===== src/rtl/tkp_i2c_pkg.sv =====
package tkp_i2c_pkg;

  typedef enum logic [2:0] {
    ST_IDLE,
    ST_ADDR,
    ST_PTR,
    ST_WDATA,
    ST_RDATA,
    ST_SKIP
  } busState_e;

  // strobes from control to datapath, valid for one clock
  typedef struct packed {
    logic shiftIn;
    logic loadPtr;
    logic incPtr;
    logic wrStb;
    logic ackDrive;
    logic releaseBus;
    logic loadTx;
    logic shiftTx;
    logic snapStart;
  } portStb_t;

endpackage


===== src/rtl/tkp_i2c_ctrl.sv =====
module tkp_i2c_ctrl
  import tkp_i2c_pkg::*;
#(
  parameter logic [6:0] DEV_ADDR       = 7'h68,
  parameter int         TIMEOUT_CYCLES = 4000
) (
  input  logic     clk,
  input  logic     rstN,
  input  logic     sclIn,
  input  logic     sdaIn,
  input  logic [7:0] rxByte,
  output portStb_t stb
);

  localparam int TO_W = $clog2(TIMEOUT_CYCLES + 1);
  localparam logic [TO_W-1:0] TO_LAST = TO_W'(TIMEOUT_CYCLES - 1);

  busState_e state, stateN;
  logic [3:0] bitCnt, bitN;
  logic rwBit, rwN;
  logic sclQ, sdaQ;
  logic pendInc;
  logic [TO_W-1:0] toCnt;

  logic sclRise, sclFall, startDet, stopDet, timeoutHit;

  assign sclRise    = !sclQ && sclIn;
  assign sclFall    = sclQ && !sclIn;
  assign startDet   = sclQ && sclIn && sdaQ && !sdaIn;
  assign stopDet    = sclQ && sclIn && !sdaQ && sdaIn;
  assign timeoutHit = (state != ST_IDLE) && !sclIn && (toCnt == TO_LAST);

  always_comb begin
    stb    = '0;
    stateN = state;
    bitN   = bitCnt;
    rwN    = rwBit;
    if (timeoutHit) begin
      stateN = ST_IDLE;
      bitN   = '0;
      stb.releaseBus = 1'b1;
    end else if (startDet) begin
      stateN = ST_ADDR;
      bitN   = '0;
      stb.releaseBus = 1'b1;
      stb.snapStart  = 1'b1;
    end else if (stopDet) begin
      stateN = ST_IDLE;
      bitN   = '0;
      stb.releaseBus = 1'b1;
    end else if (sclRise) begin
      unique case (state)
        ST_ADDR, ST_PTR, ST_WDATA: begin
          if (bitCnt < 4'd8) begin
            stb.shiftIn = 1'b1;
            bitN = bitCnt + 4'd1;
          end else if (bitCnt == 4'd8) begin
            bitN = 4'd9;
            if (state == ST_PTR)   stb.loadPtr = 1'b1;
            if (state == ST_WDATA) stb.wrStb   = 1'b1;
          end
        end
        ST_RDATA: begin
          if (bitCnt < 4'd8) begin
            bitN = bitCnt + 4'd1;
          end else if (bitCnt == 4'd8) begin
            stb.incPtr = 1'b1;
            if (sdaIn) stateN = ST_SKIP;
            else       bitN   = 4'd9;
          end
        end
        default: ;
      endcase
    end else if (sclFall) begin
      unique case (state)
        ST_ADDR: begin
          if (bitCnt == 4'd8) begin
            if (rxByte[7:1] == DEV_ADDR) begin
              stb.ackDrive = 1'b1;
              rwN = rxByte[0];
            end else begin
              stateN = ST_SKIP;
            end
          end else if (bitCnt == 4'd9) begin
            bitN = '0;
            if (rwBit) begin
              stateN = ST_RDATA;
              stb.loadTx = 1'b1;
            end else begin
              stateN = ST_PTR;
              stb.releaseBus = 1'b1;
            end
          end
        end
        ST_PTR, ST_WDATA: begin
          if (bitCnt == 4'd8) begin
            stb.ackDrive = 1'b1;
          end else if (bitCnt == 4'd9) begin
            bitN   = '0;
            stateN = ST_WDATA;
            stb.releaseBus = 1'b1;
          end
        end
        ST_RDATA: begin
          if (bitCnt >= 4'd1 && bitCnt <= 4'd7) begin
            stb.shiftTx = 1'b1;
          end else if (bitCnt == 4'd8) begin
            stb.releaseBus = 1'b1;
          end else if (bitCnt == 4'd9) begin
            stb.loadTx = 1'b1;
            bitN = '0;
          end
        end
        default: ;
      endcase
    end
    // pointer advance one cycle after a committed write
    if (pendInc) stb.incPtr = 1'b1;
  end

  always_ff @(posedge clk) begin
    if (!rstN) begin
      state   <= ST_IDLE;
      bitCnt  <= '0;
      rwBit   <= 1'b0;
      sclQ    <= 1'b1;
      sdaQ    <= 1'b1;
      pendInc <= 1'b0;
      toCnt   <= '0;
    end else begin
      state   <= stateN;
      bitCnt  <= bitN;
      rwBit   <= rwN;
      sclQ    <= sclIn;
      sdaQ    <= sdaIn;
      pendInc <= stb.wrStb;
      if (state == ST_IDLE || sclIn || timeoutHit) toCnt <= '0;
      else                                         toCnt <= toCnt + 1'b1;
    end
  end

endmodule


===== src/rtl/tkp_i2c_dpath.sv =====
module tkp_i2c_dpath
  import tkp_i2c_pkg::*;
#(
  parameter int PTR_W = 8
) (
  input  logic             clk,
  input  logic             rstN,
  input  logic             sdaIn,
  input  portStb_t         stb,
  input  logic [7:0]       rdData,
  output logic [7:0]       rxByte,
  output logic [PTR_W-1:0] regPtr,
  output logic [7:0]       wrData,
  output logic             wrStrobe,
  output logic             snapPulse,
  output logic             sdaPullLow
);

  localparam logic [PTR_W-1:0] PTR_TOP = '1;

  logic [7:0] rxShift, txShift;

  assign rxByte = rxShift;

  always_ff @(posedge clk) begin
    if (!rstN) begin
      rxShift    <= '0;
      txShift    <= '0;
      regPtr     <= '0;
      wrData     <= '0;
      wrStrobe   <= 1'b0;
      snapPulse  <= 1'b0;
      sdaPullLow <= 1'b0;
    end else begin
      if (stb.shiftIn) rxShift <= {rxShift[6:0], sdaIn};

      if (stb.loadPtr)     regPtr <= rxShift[PTR_W-1:0];
      else if (stb.incPtr) regPtr <= regPtr + 1'b1;

      wrStrobe <= stb.wrStb;
      if (stb.wrStb) wrData <= rxShift;

      snapPulse <= stb.snapStart || (stb.incPtr && regPtr == PTR_TOP);

      if (stb.releaseBus) begin
        sdaPullLow <= 1'b0;
      end else if (stb.ackDrive) begin
        sdaPullLow <= 1'b1;
      end else if (stb.loadTx) begin
        txShift    <= rdData;
        sdaPullLow <= !rdData[7];
      end else if (stb.shiftTx) begin
        txShift    <= {txShift[6:0], 1'b0};
        sdaPullLow <= !txShift[6];
      end
    end
  end

endmodule


===== src/rtl/tkp_i2c_port.sv =====
module tkp_i2c_port
  import tkp_i2c_pkg::*;
#(
  parameter logic [6:0] DEV_ADDR       = 7'h68,
  parameter int         PTR_W          = 8,
  parameter int         TIMEOUT_CYCLES = 4000
) (
  input  logic             clk,
  input  logic             rstN,
  input  logic             sclIn,
  input  logic             sdaIn,
  output logic             sdaPullLow,
  output logic [PTR_W-1:0] regPtr,
  output logic [7:0]       wrData,
  output logic             wrStrobe,
  input  logic [7:0]       rdData,
  output logic             snapPulse
);

  portStb_t   stb;
  logic [7:0] rxByte;

  tkp_i2c_ctrl #(
    .DEV_ADDR       (DEV_ADDR),
    .TIMEOUT_CYCLES (TIMEOUT_CYCLES)
  ) ctrl_i (
    .clk    (clk),
    .rstN   (rstN),
    .sclIn  (sclIn),
    .sdaIn  (sdaIn),
    .rxByte (rxByte),
    .stb    (stb)
  );

  tkp_i2c_dpath #(
    .PTR_W (PTR_W)
  ) dpath_i (
    .clk        (clk),
    .rstN       (rstN),
    .sdaIn      (sdaIn),
    .stb        (stb),
    .rdData     (rdData),
    .rxByte     (rxByte),
    .regPtr     (regPtr),
    .wrData     (wrData),
    .wrStrobe   (wrStrobe),
    .snapPulse  (snapPulse),
    .sdaPullLow (sdaPullLow)
  );

endmodule


===== config.mk =====
export PLATFORM = sky130hd
export DESIGN_NAME = tkp_i2c_port
export DESIGN_NICKNAME = d
export VERILOG_FILES = /design/src/rtl/tkp_i2c_pkg.sv /design/src/rtl/tkp_i2c_ctrl.sv /design/src/rtl/tkp_i2c_dpath.sv /design/src/rtl/tkp_i2c_port.sv
export SDC_FILE = /design/constraint.sdc
export NUM_CORES = 1
export LEC_CHECK = 0
export ABC_CLOCK_PERIOD_IN_PS = 2500
export BUFFER_PORTS_ARGS = -buffer_cell sky130_fd_sc_hd__buf_2
export CAP_MARGIN = 20
export CORE_MARGIN = 1.5
export CORE_UTILIZATION = 50
export DETAILED_ROUTE_END_ITERATION = 16
export GPL_TIMING_DRIVEN = 0
export PLACE_DENSITY = 0.79
export SYNTH_ARGS = -nofsm -noshare
export SYNTH_HDL_FRONTEND = slang
export SYNTH_SLANG_ARGS = --single-unit

===== constraint.sdc =====
create_clock -name clk -period 2.5 [get_ports clk]
set_input_delay 0.25 -clock clk [delete_from_list [all_inputs] [get_ports clk]]
set_output_delay 0.25 -clock clk [all_outputs]
set_load 0.02 [all_outputs]

==> qor.txt, run 1 <==
largest family of logic cells by synthesized area = simple AND/OR/NAND/NOR gates
Most used DFF post-synth = dfxtp_1
Worst path most repeated cell = a21oi_1
Pleak = 1.30 nW
CTS tree = yes
Post-CTS Setup Bufs = 0
final worst path period share = 91.4%
CTS H-tree depth = 2
multi-input logic area = 0.00178 mm2
Place WS = 0.158 ns
Clock Sink Count = 56
unrepaired setup endpoints after global routing = no
HP Class = in -> reg
Worst path slowest cell = dfxtp_1
syn_nets = 360
Diodes inserted = 0
hold path depth = 3
Pwr Density = 463 mW/mm2
sequential cell area = 0.00112 mm2
drt pass-1 iters = 4
initial antenna violation count = 0
DIE HEIGHT = 81.0 um
wire per inst = 14.8 um
I/O pins = 31
core area = 0.00589 mm2
drc violations = 0
max-cap violations = 0
post-route minimum period = 2.29 ns
Synth Area in Simple Gates = 26.6%
chip width = 81.0 um
post-synth top area cell = dfxtp_1
All-Layer GR Usage = 21.9%
Post-Syn Instances = 340
1st-iter DRT viols = 150
routed vias/inst = 5.63
Initial Utilization = 51.7%
Final ANT Viol Nets = 0
FFs w/ async S/R, synth = 0%
Yosys cell types = 63
# setup viols final = 0
nets = 396
first-pass GRT wire length = 11.3 mm
Post-Place Cells = 444
Req. time, crit path = 2.75 ns
Area Growth Syn to Fin = 11.3%
ratio of cells with drive above 1 in the final layout = 16.7%
CP Data Arrival Time = 2.54 ns
Post-synth EDFFs = 0
CTS max path bufs = 2
Max VDD drop = 0.369 mV
Synth top area share = 36.8%
clk_skew = 0.00569 ns
part of the Yosys area used for sequential elements = 36.8%
DR vias = 2546
setup ws final = 0.215 ns
filler instances = 544
Critical Path Fanout Max = 10
Reg2Reg Setup Slack = 0.21 ns
port buffer count = 29
Placed Area = 0.00328 mm2
clk_lat worst skew = 0.31 ns
xor/xnor share of the synthesized area = 4.61%
Synth Register Bits = 56
Setup Total Neg Slack = 0 ns
row count = 28
Non-Filler Instances = 452
Slew HR = 67.5%
final-report hold violation count = 0
cell area after technology mapping = 0.00304 mm2
HPWL reported at the end of detailed placement = 4.93 mm
final WL = 6.69 mm
grt ovf = 0
Setup crit end kind = flip-flop
Die ar. = 0.00656 mm2
Final Slew Violations = 0
fmax = 438 MHz
worst-margin pin slew = 0.483 ns
design area = 0.00339 mm2
commonest cells in the netlist = 56 x dfxtp_1, 29 x nor2_1, 28 x mux2i_1
Num CTS Buffers = 5
Synth Warn # = 0
Worst-path clk slew = 0.11 ns
Synth Area in Adders = 3.29%
Critical Path, Cell by Cell = inv_1 > ha_1 > nand4bb_1 > or3_1 > a21oi_1 > nor2b_2 > buf_6 > o21ai_1 > a21oi_1
gpl congestion = 0.952
kind of critical path = reg -> reg
complex-gate fraction of the synthesized area = 14.6%
multiplexer share of the synthesized area = 9.21%
Worst Setup Start Kind = flip-flop
Avg Cell Area, Syn = 8.95 um2
Area contributors post-synth = dfxtp_1 37%, mux2i_1 9.2%, nor2b_1 4.9%
pin count of the biggest net entering global routing = 20
vias in the first global route = 2348
outcome = completed
most numerous cell in the Yosys netlist = dfxtp_1
max incr delay on CP = 0.43 ns
r2r worst-path depth = 9
Root Buffer = clkbuf_8
where the power goes:
part / switching [mW] / leakage [nW] / total, mW / internal (mW)
clock: 0.320 / 0.0463 / 0.527 / 0.207
combinational: 0.0861 / 0.806 / 0.138 / 0.0521
sequential: 0.00563 / 0.452 / 0.904 / 0.898
stage by stage:
stage	total power, mW	hold WS, ns	utilization (%)
after global routing	1.63	0.183	57.5
after global placement	1.06	0.442	55.8
after floorplan	1.02	0.339	-
after CTS	1.58	0.167	57.4
final	1.57	0.166	57.5
after detailed placement	1.06	0.454	55.8
worst max-delay path: cells and delay by family, from the launching register on:
family | cells | cell delay, ns
simple gates | 3 | 0.94
compound gates | 3 | 0.35
fa+ha+maj | 1 | 0.27
buf+inv | 2 | 0.23
flops | 1 | 0.43
worst paths after layout:
kind | startpoint | end
worst max-delay path | ctrl_i.bitCnt[0] | dpath_i.txShift[6]
worst min-delay path | rdData[0] | dpath_i.txShift[0]
worst max register to register | ctrl_i.bitCnt[0] | dpath_i.txShift[6]
worst min register to register | ctrl_i.toCnt[0] | ctrl_i.toCnt[0]
what timing repair did:
item / in CTS / in global routing
hold buffers: 0 / 0
endpoints found under the setup margin: 0 / 1
resized for setup: 0 / 1
final cells by class:
class                   count  area share, %
clock buffers               5           2.03
well taps                  75           2.77
repair buffers             29           4.29
multi-input cells         257           52.6
inverters                  10           1.11
flip-flops and latches     56           33.1
clock inverters             3          0.813
plain buffers              17           3.25
registers in the layout, indices dropped and copies added, names as in the netlist:
name	flops
dpath_i.wrData	8
dpath_i.snapPulse	1
ctrl_i.sclQ	1
ctrl_i.rwBit	1
dpath_i.wrStrobe	1
dpath_i.sdaPullLow	1
ctrl_i.bitCnt	4
ctrl_i.state	3
dpath_i.regPtr	8
dpath_i.rxByte	8
ctrl_i.sdaQ	1
ctrl_i.toCnt	12
dpath_i.txShift	7
logic make-up after synthesis:
family	Yosys count
buffers and inverters	27
xor gates and xnor gates	16
and+or+nand+nor	141
AOI/OAI and AO/OA	64
muxes	28
adders and majority gates	8
DFF	56
per-layer routing:
metal	global-route usage [%]	vias up	share of wire, %
met3	4.27	15	4.1
met5	0	-	0
met4	6.90	0	2.4
met1	29.4	1183	45
li1	-	1274	-
met2	35.5	74	48
cells in the final DEF (no fill, tap or decap), drive strengths merged, types with 3 or more instances in the layout:
master / instances
mux2i: 28
o31ai: 3
a31oi: 4
and2: 3
nand2: 26
nor3: 7
buf: 39
nand2b: 6
or3: 3
o21a: 3
dfxtp: 56
inv: 11
ha: 8
clkbuf: 12
nand3: 10
and3: 8
nand4: 6
nor2b: 25
o21ai: 17
xor2: 8
a21oi: 21
xnor2: 8
or4b: 3
nor2: 30
or4: 3
No activity file was read; power rests on OpenSTA's default activity.
==> run 2: changes to the inputs <==
ABC_AREA = 1   (was default)
==> run 2 against run 1 <==
Compared with the run above:
- worst hold slack gained 0.061 ns
- sequential share of layout area shrank 1.3 points
- core utilization grew 0.99 points
- combinational power grew 11%
- final cell count grew 27%
- via count grew 17%
- die area grew 4.7%
- worst setup slack gained 0.28 ns
- sequential power grew 1%
- critical path depth grew 2
- count of clock-buffer cells in the layout is the same
- largest power group unchanged
==> qor.txt, run 2 <==
Worst-path clk slew = 0.10 ns (was 0.11 ns)
CTS tree = yes (unchanged)
vias in the first global route = 2720 (was 2348)
Post-Place Cells = 566 (was 444)
WL met2 = 3.15 mm (was 3.21 mm)
drt pass-1 iters = 6 (was 4)
Setup Total Neg Slack = 0 ns (unchanged)
max-cap violations = 0 (unchanged)
CTS max path bufs = 2 (unchanged)
total power = 1.58 mW (was 1.57 mW)
uppermost routed layer = met4 (unchanged)
Critical R2R Launch = ctrl_i.sclQ (was ctrl_i.bitCnt[0])
gpl congestion = 0.934 (was 0.952)
pin count of the biggest net entering global routing = 20 (unchanged)
Post-Syn Instances = 462 (was 340)
CP Data Arrival Time = 2.22 ns (was 2.54 ns)
Non-Filler Instances = 574 (was 452)
drc violations = 0 (unchanged)
Initial Utilization = 53.0% (was 51.7%)
cell area after technology mapping = 0.00319 mm2 (was 0.00304 mm2)
nets = 518 (was 396)
worst-margin pin slew = 0.533 ns (was 0.483 ns)
Clock Sink Count = 56 (unchanged)
row count = 28 (unchanged)
max FFs per register = 12 (unchanged)
sw power = 429 uW (was 412 uW)
final WL = 6.90 mm (was 6.69 mm)
Num CTS Buffers = 5 (unchanged)
Yosys cell types = 41 (was 63)
grt ovf = 0 (unchanged)
Synth top area share = 35.1% (was 36.8%)
most numerous cell in the Yosys netlist = nand2_1 (was dfxtp_1)
P_int = 1.16 mW (about the same)
met1 WL = 3.29 mm (was 3.04 mm)
Worst path slowest cell = dfxtp_1 (unchanged)
routed vias/inst = 5.19 (was 5.63)
Critical R2R Capture = dpath_i.txShift[1] (was dpath_i.txShift[6])
outcome = completed (unchanged)
ratio of cells with drive above 1 in the final layout = 15.0% (was 16.7%)
most common cell after layout, fill and taps aside = nand2_1 (was dfxtp_1)
Post-CTS Setup Bufs = 0 (unchanged)
final-report hold violation count = 0 (unchanged)
sequential share of power = 57.6% (about the same)
post-synth top area cell = dfxtp_1 (unchanged)
Synth Register Bits = 56 (unchanged)
syn_nets = 482 (was 360)
Top Family by Delay on Critical Path = simple AND/OR/NAND/NOR gates (unchanged)
first-pass GRT wire length = 11.9 mm (was 11.3 mm)
Post-synth EDFFs = 0 (unchanged)
Area Growth Syn to Fin = 10.5% (was 11.3%)
hold buffers post-CTS = 0 (unchanged)
Pleak = 1.49 nW (was 1.30 nW)
Root Buffer = clkbuf_8 (unchanged)
unrepaired setup endpoints after global routing = no (unchanged)
Setup crit end kind = flip-flop (unchanged)
Most used DFF post-synth = dfxtp_1 (unchanged)
core area = 0.00603 mm2 (was 0.00589 mm2)
CTS H-tree depth = 2 (unchanged)
Reg2Reg Setup Slack = 0.50 ns (was 0.21 ns)
Final Slew Violations = 0 (unchanged)
Die ar. = 0.00687 mm2 (was 0.00656 mm2)
Placed Area = 0.00343 mm2 (was 0.00328 mm2)
Synth Warn # = 0 (unchanged)
Diodes inserted = 0 (unchanged)
Max VDD drop = 0.372 mV (was 0.369 mV)
I/O pins = 31 (unchanged)
Avg Cell Area, Syn = 6.91 um2 (was 8.95 um2)
Comb power frac = 9.6% (was 8.8%)
FFs w/ async S/R, synth = 0% (unchanged)
clock power share = 32.8% (was 33.6%)
Slew HR = 64.5% (was 67.5%)
kind of critical path = reg -> reg (unchanged)
Net Sw Frac = 27.0% (was 26.3%)
Req. time, crit path = 2.72 ns (was 2.75 ns)
r2r worst-path depth = 11 (was 9)
Pwr Density = 449 mW/mm2 (was 463 mW/mm2)
max incr delay on CP = 0.37 ns (was 0.43 ns)
fmax = 500 MHz (was 438 MHz)
Place WS = 0.477 ns (was 0.158 ns)
met3 WL = 338 um (was 275 um)
commonest cells in the netlist = 111 x nand2_1, 56 x dfxtp_1, 55 x inv_1 (was 56 x dfxtp_1, 29 x nor2_1, 28 x mux2i_1)
HP Class = in -> reg (unchanged)
Final ANT Viol Nets = 0 (unchanged)
clk_lat worst skew = 0.31 ns (about the same)
crit path buf inv count = 4 (was 2)
setup ws final = 0.499 ns (was 0.215 ns)
most frequent cells in the layout = 111 x nand2_1, 56 x dfxtp_1, 55 x inv_1 (was 56 x dfxtp_1, 34 x buf_2, 29 x nor2_1)
initial antenna violation count = 0 (unchanged)
port buffer count = 29 (unchanged)
Critical Path Fanout Max = 10 (unchanged)
Levels on crit path = 11 (was 9)
Worst path most repeated cell = inv_1 (was a21oi_1)
1st-iter DRT viols = 181 (was 150)
DR vias = 2979 (was 2546)
CP endpoint = dpath_i.txShift[1] (was dpath_i.txShift[6])
All-Layer GR Usage = 20.3% (was 21.9%)
post-CTS resize count = 0 (unchanged)
DIE HEIGHT = 82.9 um (was 81.0 um)
design area = 0.00353 mm2 (was 0.00339 mm2)
Worst Setup Start Kind = flip-flop (unchanged)
Largest Register = ctrl_i.toCnt (unchanged)
post-route minimum period = 2.00 ns (was 2.29 ns)
Area contributors post-synth = dfxtp_1 35%, nand2_1 13%, nand3_1 8.2% (was dfxtp_1 37%, mux2i_1 9.2%, nor2b_1 4.9%)
Critical Path, Cell by Cell = inv_1 > ha_1 > buf_6 > nor2_1 > inv_1 > nor2_4 > nand2_2 > nand2_1 > nand3_1 > nand2_1 > inv_1 (was inv_1 > ha_1 > nand4bb_1 > or3_1 > a21oi_1 > nor2b_2 > buf_6 > o21ai_1 > a21oi_1)
Crit. Startpoint = ctrl_i.sclQ (was ctrl_i.bitCnt[0])
clk_skew = 0.00920 ns (was 0.00569 ns)
final worst path period share = 80.0% (was 91.4%)
wire per inst = 12.0 um (was 14.8 um)
HPWL reported at the end of detailed placement = 5.28 mm (was 4.93 mm)
# setup viols final = 0 (unchanged)
part of the Yosys area used for sequential elements = 35.1% (was 36.8%)
chip width = 82.9 um (was 81.0 um)
## run 2: cell count changes in the layout (fill, tap and decap cells not counted), sizes merged, moves of 8 or more
cell | before | now
mux2i | 28 | 0
and3 | 8 | 0
a21oi | 21 | 38
nand3 | 10 | 56
nor2b | 25 | 0
nor2 | 30 | 63
nand2 | 26 | 116
inv | 11 | 62
## run 2: worst min path at each step
stage          depth (start not counted)  slack (ns)               from                end
4_1_cts                                3        0.22              sclIn        ctrl_i.sclQ
6_report                               3        0.23              sclIn        ctrl_i.sclQ
2_1_floorplan                          2        0.35              sclIn        ctrl_i.sclQ
5_1_grt                                3        0.22              sclIn        ctrl_i.sclQ
3_3_place_gp                           1        0.44    ctrl_i.toCnt[0]    ctrl_i.toCnt[0]
3_5_place_dp                           2        0.45  dpath_i.wrData[0]  dpath_i.wrData[0]
## run 2: power groups by stage
stage               combinational [mW]  clock [mW]  sequential (mW)
CTS                              0.151       0.536            0.913
global route                     0.170       0.584            0.915
floorplan                        0.112           0            0.932
detailed placement               0.150           0            0.934
global placement                 0.146           0            0.933
finish                           0.153       0.519            0.913
## run 2: kinds of logic after synthesis
kind of cell	synth area share, %
AO/OA/AOI/OAI	10.5
XOR/XNOR	2.19
adder cells (fa/ha/maj)	3.14
AND/OR/NAND/NOR	39.8
buffers and inverters	9.21
flip-flops	35.1
## run 2: final cells by class
class	count	area (um2)
plain buffers	9	57.6
clock buffers	5	68.8
clock inverters	3	27.5
fillers	592	2500
inverters	62	236
multi-input cells	335	1780
flip-flops and latches	56	1120
well taps	75	93.8
repair buffers	29	145
## run 2: per-stage QoR
step	hold WS [ns]	util (%)
2_1_floorplan	0.350	-
3_3_place_gp	0.441	56.9
3_5_place_dp	0.452	56.9
4_1_cts	0.221	58.5
5_1_grt	0.222	58.5
6_report	0.227	58.5
## run 2: worst min-delay path: stages
cell	delay, ns
buf_2	0.14
inv_1	0.07
nand2_1	0.05
## run 2: metal layers
metal,vias up,GRT usage (%)
met5,-,0
met4,0,6.82
met3,12,4.08
met2,80,33.1
met1,1332,26.9
li1,1555,-
